**src/rtl/pf_cmp_pkg.sv**
```systemverilog
package pf_cmp_pkg;
  // register addresses
  localparam logic [1:0] A_MODE = 2'd0;
  localparam logic [1:0] A_CMP  = 2'd1;
  localparam logic [1:0] A_THR  = 2'd2;
  // bit positions inside the mode and compare registers
  localparam int B_RUN  = 7;
  localparam int B_PFEN = 7;
  localparam int B_REP  = 5;
  localparam int B_DIR  = 0;
endpackage

```
**src/rtl/pf_regs.sv**
```systemverilog
module pf_regs
  import pf_cmp_pkg::*;
#(
  parameter int DW  = 8,
  parameter int NCH = 6,
  parameter int CW  = $clog2(NCH)
) (
  input  logic          clk,
  input  logic          rst_n,
  input  logic          wr_en,
  input  logic [1:0]    wr_addr,
  input  logic [DW-1:0] wr_data,
  input  logic          rep_clr,
  output logic          run,
  output logic [CW-1:0] chan,
  output logic          pf_en,
  output logic          rep,
  output logic          dir,
  output logic [DW-1:0] thr,
  output logic          start_evt
);
  logic wr_mode, wr_cmp, wr_thr;

  function automatic logic chan_ok(input logic [CW-1:0] c);
    return int'(c) < NCH;
  endfunction

  assign wr_mode   = wr_en && (wr_addr == A_MODE);
  assign wr_cmp    = wr_en && (wr_addr == A_CMP);
  assign wr_thr    = wr_en && (wr_addr == A_THR);
  assign start_evt = wr_mode && wr_data[B_RUN] && !run;

  always_ff @(posedge clk or negedge rst_n) begin
    if (!rst_n) begin
      run   <= 1'b0;
      chan  <= '0;
      pf_en <= 1'b0;
      rep   <= 1'b0;
      dir   <= 1'b0;
      thr   <= '0;
    end else begin
      if (wr_mode) begin
        run <= wr_data[B_RUN];
        if (!run && chan_ok(wr_data[CW-1:0])) chan <= wr_data[CW-1:0];
      end
      if (wr_cmp) begin
        pf_en <= wr_data[B_PFEN];
        rep   <= wr_data[B_REP];
        dir   <= wr_data[B_DIR];
      end else if (rep_clr) begin
        rep <= 1'b0;
      end
      if (wr_thr) thr <= wr_data;
    end
  end
endmodule

```
**src/rtl/pf_datapath.sv**
```systemverilog
module pf_datapath #(
  parameter int DW = 8
) (
  input  logic          clk,
  input  logic          rst_n,
  input  logic          run,
  input  logic          start_evt,
  input  logic          smp_valid,
  input  logic [DW-1:0] smp_data,
  input  logic [DW-1:0] thr,
  input  logic          dir,
  output logic [DW-1:0] result,
  output logic          res_load,
  output logic          first_drop,
  output logic          hit
);
  logic first_q;
  logic take;

  function automatic logic meets(input logic [DW-1:0] v, input logic [DW-1:0] t,
                                 input logic below);
    return below ? (v < t) : (v >= t);
  endfunction

  assign take       = smp_valid && run;
  assign first_drop = take && first_q;
  assign res_load   = take && !first_q;
  assign hit        = meets(smp_data, thr, dir);

  always_ff @(posedge clk or negedge rst_n) begin
    if (!rst_n) begin
      first_q <= 1'b0;
      result  <= '0;
    end else begin
      if (start_evt)  first_q <= 1'b1;
      else if (take)  first_q <= 1'b0;
      if (res_load)   result  <= smp_data;
    end
  end
endmodule

```
**src/rtl/pf_irq.sv**
```systemverilog
module pf_irq (
  input  logic clk,
  input  logic rst_n,
  input  logic res_load,
  input  logic hit,
  input  logic pf_en,
  input  logic rep,
  input  logic irq_clr,
  output logic irq,
  output logic irq_evt,
  output logic rep_clr
);
  logic match_evt;

  assign match_evt = res_load && pf_en && hit && rep;
  assign irq_evt   = (res_load && !pf_en) || match_evt;
  assign rep_clr   = match_evt;

  always_ff @(posedge clk or negedge rst_n) begin
    if (!rst_n)       irq <= 1'b0;
    else if (irq_evt) irq <= 1'b1;
    else if (irq_clr) irq <= 1'b0;
  end
endmodule

```
**src/rtl/pf_cmp_ctrl.sv**
```systemverilog
module pf_cmp_ctrl #(
  parameter int DW  = 8,
  parameter int NCH = 6,
  parameter int CW  = $clog2(NCH)
) (
  input  logic          clk,
  input  logic          rst_n,
  input  logic          wr_en,
  input  logic [1:0]    wr_addr,
  input  logic [DW-1:0] wr_data,
  input  logic          irq_clr,
  input  logic          smp_valid,
  input  logic [DW-1:0] smp_data,
  output logic          conv_req,
  output logic [CW-1:0] chan_sel,
  output logic [DW-1:0] result,
  output logic          irq,
  output logic          rep_on
);
  logic          run, pf_en, dir, start_evt;
  logic [DW-1:0] thr;
  logic          res_load, first_drop, hit;
  logic          irq_evt, rep_clr;

  pf_regs #(.DW(DW), .NCH(NCH), .CW(CW)) u_regs (
    .clk(clk), .rst_n(rst_n), .wr_en(wr_en), .wr_addr(wr_addr), .wr_data(wr_data),
    .rep_clr(rep_clr), .run(run), .chan(chan_sel), .pf_en(pf_en), .rep(rep_on),
    .dir(dir), .thr(thr), .start_evt(start_evt)
  );

  pf_datapath #(.DW(DW)) u_dp (
    .clk(clk), .rst_n(rst_n), .run(run), .start_evt(start_evt),
    .smp_valid(smp_valid), .smp_data(smp_data), .thr(thr), .dir(dir),
    .result(result), .res_load(res_load), .first_drop(first_drop), .hit(hit)
  );

  pf_irq u_irq (
    .clk(clk), .rst_n(rst_n), .res_load(res_load), .hit(hit), .pf_en(pf_en),
    .rep(rep_on), .irq_clr(irq_clr), .irq(irq), .irq_evt(irq_evt), .rep_clr(rep_clr)
  );

  assign conv_req = run;
endmodule

```
**config.mk**
```make
export PLATFORM = sky130hd
export DESIGN_NAME = pf_cmp_ctrl
export DESIGN_NICKNAME = d
export VERILOG_FILES = /design/src/rtl/pf_cmp_pkg.sv /design/src/rtl/pf_regs.sv /design/src/rtl/pf_datapath.sv /design/src/rtl/pf_irq.sv /design/src/rtl/pf_cmp_ctrl.sv
export SDC_FILE = /design/constraint.sdc
export NUM_CORES = 1
export LEC_CHECK = 0
export BUFFER_PORTS_ARGS = -buffer_cell sky130_fd_sc_hd__buf_2
export CAP_MARGIN = 30
export CORE_UTILIZATION = 30
export DETAILED_ROUTE_END_ITERATION = 10
export MAX_ROUTING_LAYER = met4
export PLACE_DENSITY = 0.55
export RECOVER_POWER = 100
export SLEW_MARGIN = 10
export SYNTH_ARGS = -nofsm -noshare
export SYNTH_HDL_FRONTEND = slang
export SYNTH_SLANG_ARGS = --single-unit
```
**constraint.sdc**
```tcl
create_clock -name clk -period 2 [get_ports clk]
set_input_delay 0.1 -clock clk [delete_from_list [all_inputs] [get_ports clk]]
set_output_delay 0.1 -clock clk [all_outputs]
set_load 0.05 [all_outputs]
```
# After elaboration in Yosys (flattened, before gate mapping)
# Index checks and enable logic that the tools add are counted.
dict set report word_totals {
  output_inout_bits 14
  reg_bits 25
}
dict set report classes {
  n_mux 7
  n_lt_le_gt_ge 3
  reduce_logical 21
  eq_ne 2
}
# cell count
set op_table {}
lappend op_table {{$logic_and 1x1->1} 12}
lappend op_table {{$ge 8x8->1} 1}
lappend op_table {{$lt 8x8->1} 1}
lappend op_table {{$mux 1} 7}
lappend op_table {{$reduce_bool 2->1} 3}
lappend op_table {{$logic_not 1->1} 3}
lappend op_table {{$lt 3x3->1 const B} 1}
lappend op_table {{$eq 2x1->1 const B} 1}
lappend op_table {{$eq 2x2->1 const B} 1}
lappend op_table {{$logic_not 2->1} 1}
lappend op_table {{$reduce_and 2->1} 1}
lappend op_table {{$logic_or 1x1->1} 1}

# Depth between registers and ports, before layout
dict set report depth {
  word_depth 7
  depth_mapped 7
}

# By module
# From an unflattened synthesis, not the netlist that was laid out.
dict set report hier_totals {
  cells_unflattened 122
  hier_area_um2 1280.0
}
# module instances seq_area_each_um2 cells_per_inst area_per_inst_um2
set by_module_without_submodules {}
lappend by_module_without_submodules {pf_regs 1 375.4 41 614.3}
lappend by_module_without_submodules {pf_datapath 1 225.2 72 596.8}
lappend by_module_without_submodules {pf_irq 1 25.0 9 68.8}

# Least setup slack after synthesis
# No wires, ideal clock.
dict set report synth_timing {
  kind {register to register}
  from {register u_regs.thr[1]}
  to {register u_irq.irq}
  setup_slack_ns 0.392
  required_time_ns 1.869
  arrival_ns 1.477
  period_less_slack_ns 1.608
  path_stages_with_launch 8
  cell_sequence {dfrtp_1 > inv_1 > ha_1 > nor2b_4 > o211ai_2 > a21oi_2 > o21a_1 > or3_1}
}
dict set report synth_via {
  elab_chain_cells 6
  word_cells_on_any_way 8
}
# element line_no
set synth_lines {}
lappend synth_lines {{from (decl)} pf_regs.sv:19} ;# output logic [DW-1:0] thr,
lappend synth_lines {{from (signal assigned)} pf_regs.sv:53} ;# if (wr_thr) thr <= wr_data;
lappend synth_lines {{$ge 8x8->1 or $lt 8x8->1 (tied branches)} pf_datapath.sv:22} ;# return below ? (v < t) : (v >= t);
lappend synth_lines {{$mux 1 (*)} pf_datapath.sv:22}
lappend synth_lines {{$logic_and 1x1->1 (*) (2 in a row)} pf_irq.sv:15} ;# assign match_evt = res_load && pf_en && hit && rep;
lappend synth_lines {{$logic_or 1x1->1 (*)} pf_irq.sv:16} ;# assign irq_evt = (res_load && !pf_en) || match_evt;
lappend synth_lines {{$mux 1 or $reduce_bool 2->1 (tied branches)} n/a}
lappend synth_lines {{to (signal assigned)} pf_irq.sv:20} ;# if (!rst_n) irq <= 1'b0;
lappend synth_lines {{to (signal assigned)} pf_irq.sv:21} ;# else if (irq_evt) irq <= 1'b1;
lappend synth_lines {{to (signal assigned)} pf_irq.sv:22} ;# else if (irq_clr) irq <= 1'b0;
lappend synth_lines {{to (decl)} pf_irq.sv:9} ;# output logic irq,
# Mark *: on every way between the ends. The rest lies on a longest branch, timed or not.
# A chain may end at the register's enable or synchronous reset.

# Worst setup path in the final report
dict set report layout_timing {
  from {register u_regs.thr[5]}
  to {register u_irq.irq}
}
# Same word-level chain as after synthesis.

==> results.md <==
* DRC viols at 0
* Critical Path End Type: register
* Leading cell type in the layout, fill and taps excluded: dfrtp_1
* Buffers on Ports at 36
* Clock skew at 0.00456 ns
* I/O pins at 37
* Post-synth EDFFs at 0
* FF/Latch Area at roughly 630 um2
* Count of mapped cells out of synthesis at 96
* Net Count, Synth at roughly 130
* Area leader, netlist: dfrtp_1
* CTS Buffer Depth at 2
* RR Startpoint: u_regs.thr[5]
* CP Max Fanout at 2
* Area of the multi-input gates at 534 um2
* Final Hold Vio Count at 0
* FILL cells at 394
* Worst Path Arrival at around 1.9 ns
* Syn. warnings at 0
* Cell Chain, Critical Path: inv_1 -> ha_1 -> a211oi_1 -> o21bai_1 -> o21a_1 -> or3_1
* CP max-delay cell: dfrtp_1
* Initial antenna violation count at 0
* Buf/Inv on CP at 1
* First-pass GRT wire length at between 3000 and 4000 um
* Post-Syn Area at about 1200 um2
* Outcome: completed
* # setup viols final at 0
* CTS tree: built
* Period utilization at 0.871
* Clk sinks at 25
* Vias/cell at 4.72
* Worst EP required at 2.15 ns
* Worst-path clk slew at 0.08 ns
* Max-cap violations at 0
* Delay-heaviest family, CP: compound AO/OA/AOI/OAI gates
* Hold buffer count at CTS at 1
* Area growth, synth to finish at 22.2%
* Top_reg_cell synth: dfrtp_1
* Ranking of synthesized cells by area: dfrtp_1 (52%), mux2_2 (19%), ha_1 (8.3%)
* Synthesized area per cell at 12.6 um2
* Vias in the first global route at between 800 and 900
* Slew HR at 0.0825
* Hold path startpoint: smp_valid
* Total placed cells including tap cells at 180
* Worst-Margin Slew at 1.38 ns
* ANT cells at 0
* Crit Path Category: reg2reg
* Setup Total Neg Slack at 0 ns
* Die H at ~66 um
* Final Non-Filler Cells at approximately 190
* Row count at 22
* Yosys top cell area share at 0.517
* Htree depth at 1
* Placer Congestion at roughly 0.79
* Vias at 874
* Setup bufs post-CTS at 0
* Pleak at 0.682 nW
* Startpoint type of the worst setup path: register
* Die width at roughly 66 um
* PwrDens at roughly 1200 nW/um2
* Pin count of the biggest net entering global routing at 26
* Max-slew violations at 0
* Final ANT Viol Nets at 0
* Starting density of the core at 0.321
* Min cycle time layout at 1.74 ns
* RSZ-0062 raised after global routing: no
* Worst hold path type: in2reg
* Yosys cell types at 23
* Slowest stage delay, CP at 0.36 ns
* DRT iter0 DRCs at 12
* First-pass iteration count of the detailed router at 4
* Tot GR Track Use at 0.123
* DIE AREA at around 4300 um2
* Worst Setup SP: u_regs.thr[5]
* Layout cells sized above 1 at 0.343
* Maximum clock frequency at 574 MHz
* Core area at 3770 um2
* Most frequent cells in the layout: dfrtp_1 (25), mux2_2 (20), buf_2 (20), clkbuf_1 (18), inv_1 (11)
* Post-DP HPWL at ~1900 um
* Maximum VDD drop at 0.405 mV
* Post-CTS sizing at 0
* GR Overflow Total at 0
* Flip-flop and latch count after synthesis at 25
* Avg WL per Cell at 12.7 um
* Total Wirelength at ~2300 um
* Nets at 169
* Worst-skew pair later-pin latency at about 0.26 ns
* CTS Buf Count at 3
* Root Driver: clkbuf_8
* Seq/Total Area, Yosys at 0.517
* Async S/R FF share, synth at 1.00
[cell usage after synthesis, drive strengths merged (2+ instances only)]
cell    instances
o22ai           2
dfrtp          25
nand3b          3
ha              8
inv            11
nand2           5
o21bai          2
mux2           20
nand4           2
o21ai           3
a21oi           4
[registers in the layout, summed over array words and instances (netlist names)]
signal        flops
u_dp.result       8
u_regs.thr        8
u_regs.chan       3
u_dp.first_q      1
u_irq.irq         1
u_regs.dir        1
u_regs.pf_en      1
u_regs.rep        1
u_regs.run        1
[worst paths after layout]
check,slack (ns),to,depth (start not counted)
setup / recovery,0.26,u_irq.irq,6
hold / removal,0.04,u_dp.first_q,2
setup reg to reg,0.26,u_irq.irq,6
hold reg to reg,0.49,u_dp.result[0],2
max in group asynchronous,0.52,u_regs.pf_en,2
min in group asynchronous,0.67,u_dp.result[3],2
[routing by layer]
layer | up-vias | share of wire | global-route usage
met3 | 2 | 0.055 | 0.0434
li1 | 424 | - | -
met5 | - | 0 | -
met2 | 29 | 0.48 | 0.209
met1 | 419 | 0.46 | 0.139
met4 | 0 | 0.0043 | 0.0245
[area by class of cell]
class / count / area share
flip-flops and latches: 25 / 0.423
multi-input cells: 59 / 0.361
repair buffers: 38 / 0.117
well taps: 48 / 0.0406
clock buffers: 4 / 0.0304
inverters: 11 / 0.0279
[per-stage QoR]
stage	hold WS, ns	instance area (um2)	total power, mW	util	setup slack, ns
floorplan	-0.196	1210	1.39	-	0.392
detailed placement	0.131	1450	1.61	0.386	0.303
global placement	0.121	1450	1.58	0.386	0.341
global route	0.0483	1480	1.96	0.393	0.104
finish	0.0442	1480	1.84	0.393	0.258
CTS	0.0313	1510	1.91	0.400	0.291
[worst reg2reg max path, stage by stage (launching register included)]
cell      delay, ns
dfrtp_1        0.36
inv_1          0.06
ha_1           0.28
a211oi_1       0.21
o21bai_1       0.15
o21a_1         0.21
or3_1          0.36
[logic make-up (layout without fill, tap and decap cells)]
family	count (synthesis)	count (layout)	synth area share
AOI/OAI and AO/OA	15	15	0.0888
buffers and inverters	12	53	0.0382
and+or+nand+nor	16	16	0.0878
muxes	20	20	0.186
adders and majority gates	8	8	0.0826
DFF	25	25	0.517
[where the power goes]
| group | leakage, nW | total, mW | switching, mW | internal [mW] |
|---|---|---|---|---|
| Clock | 0.0228 | 0.292 | 0.149 | 0.142 |
| Sequential | 0.300 | 0.742 | 0.0826 | 0.659 |
| Combinational | 0.359 | 0.807 | 0.575 | 0.232 |
Note: power is estimated with default switching activity, not from simulation.
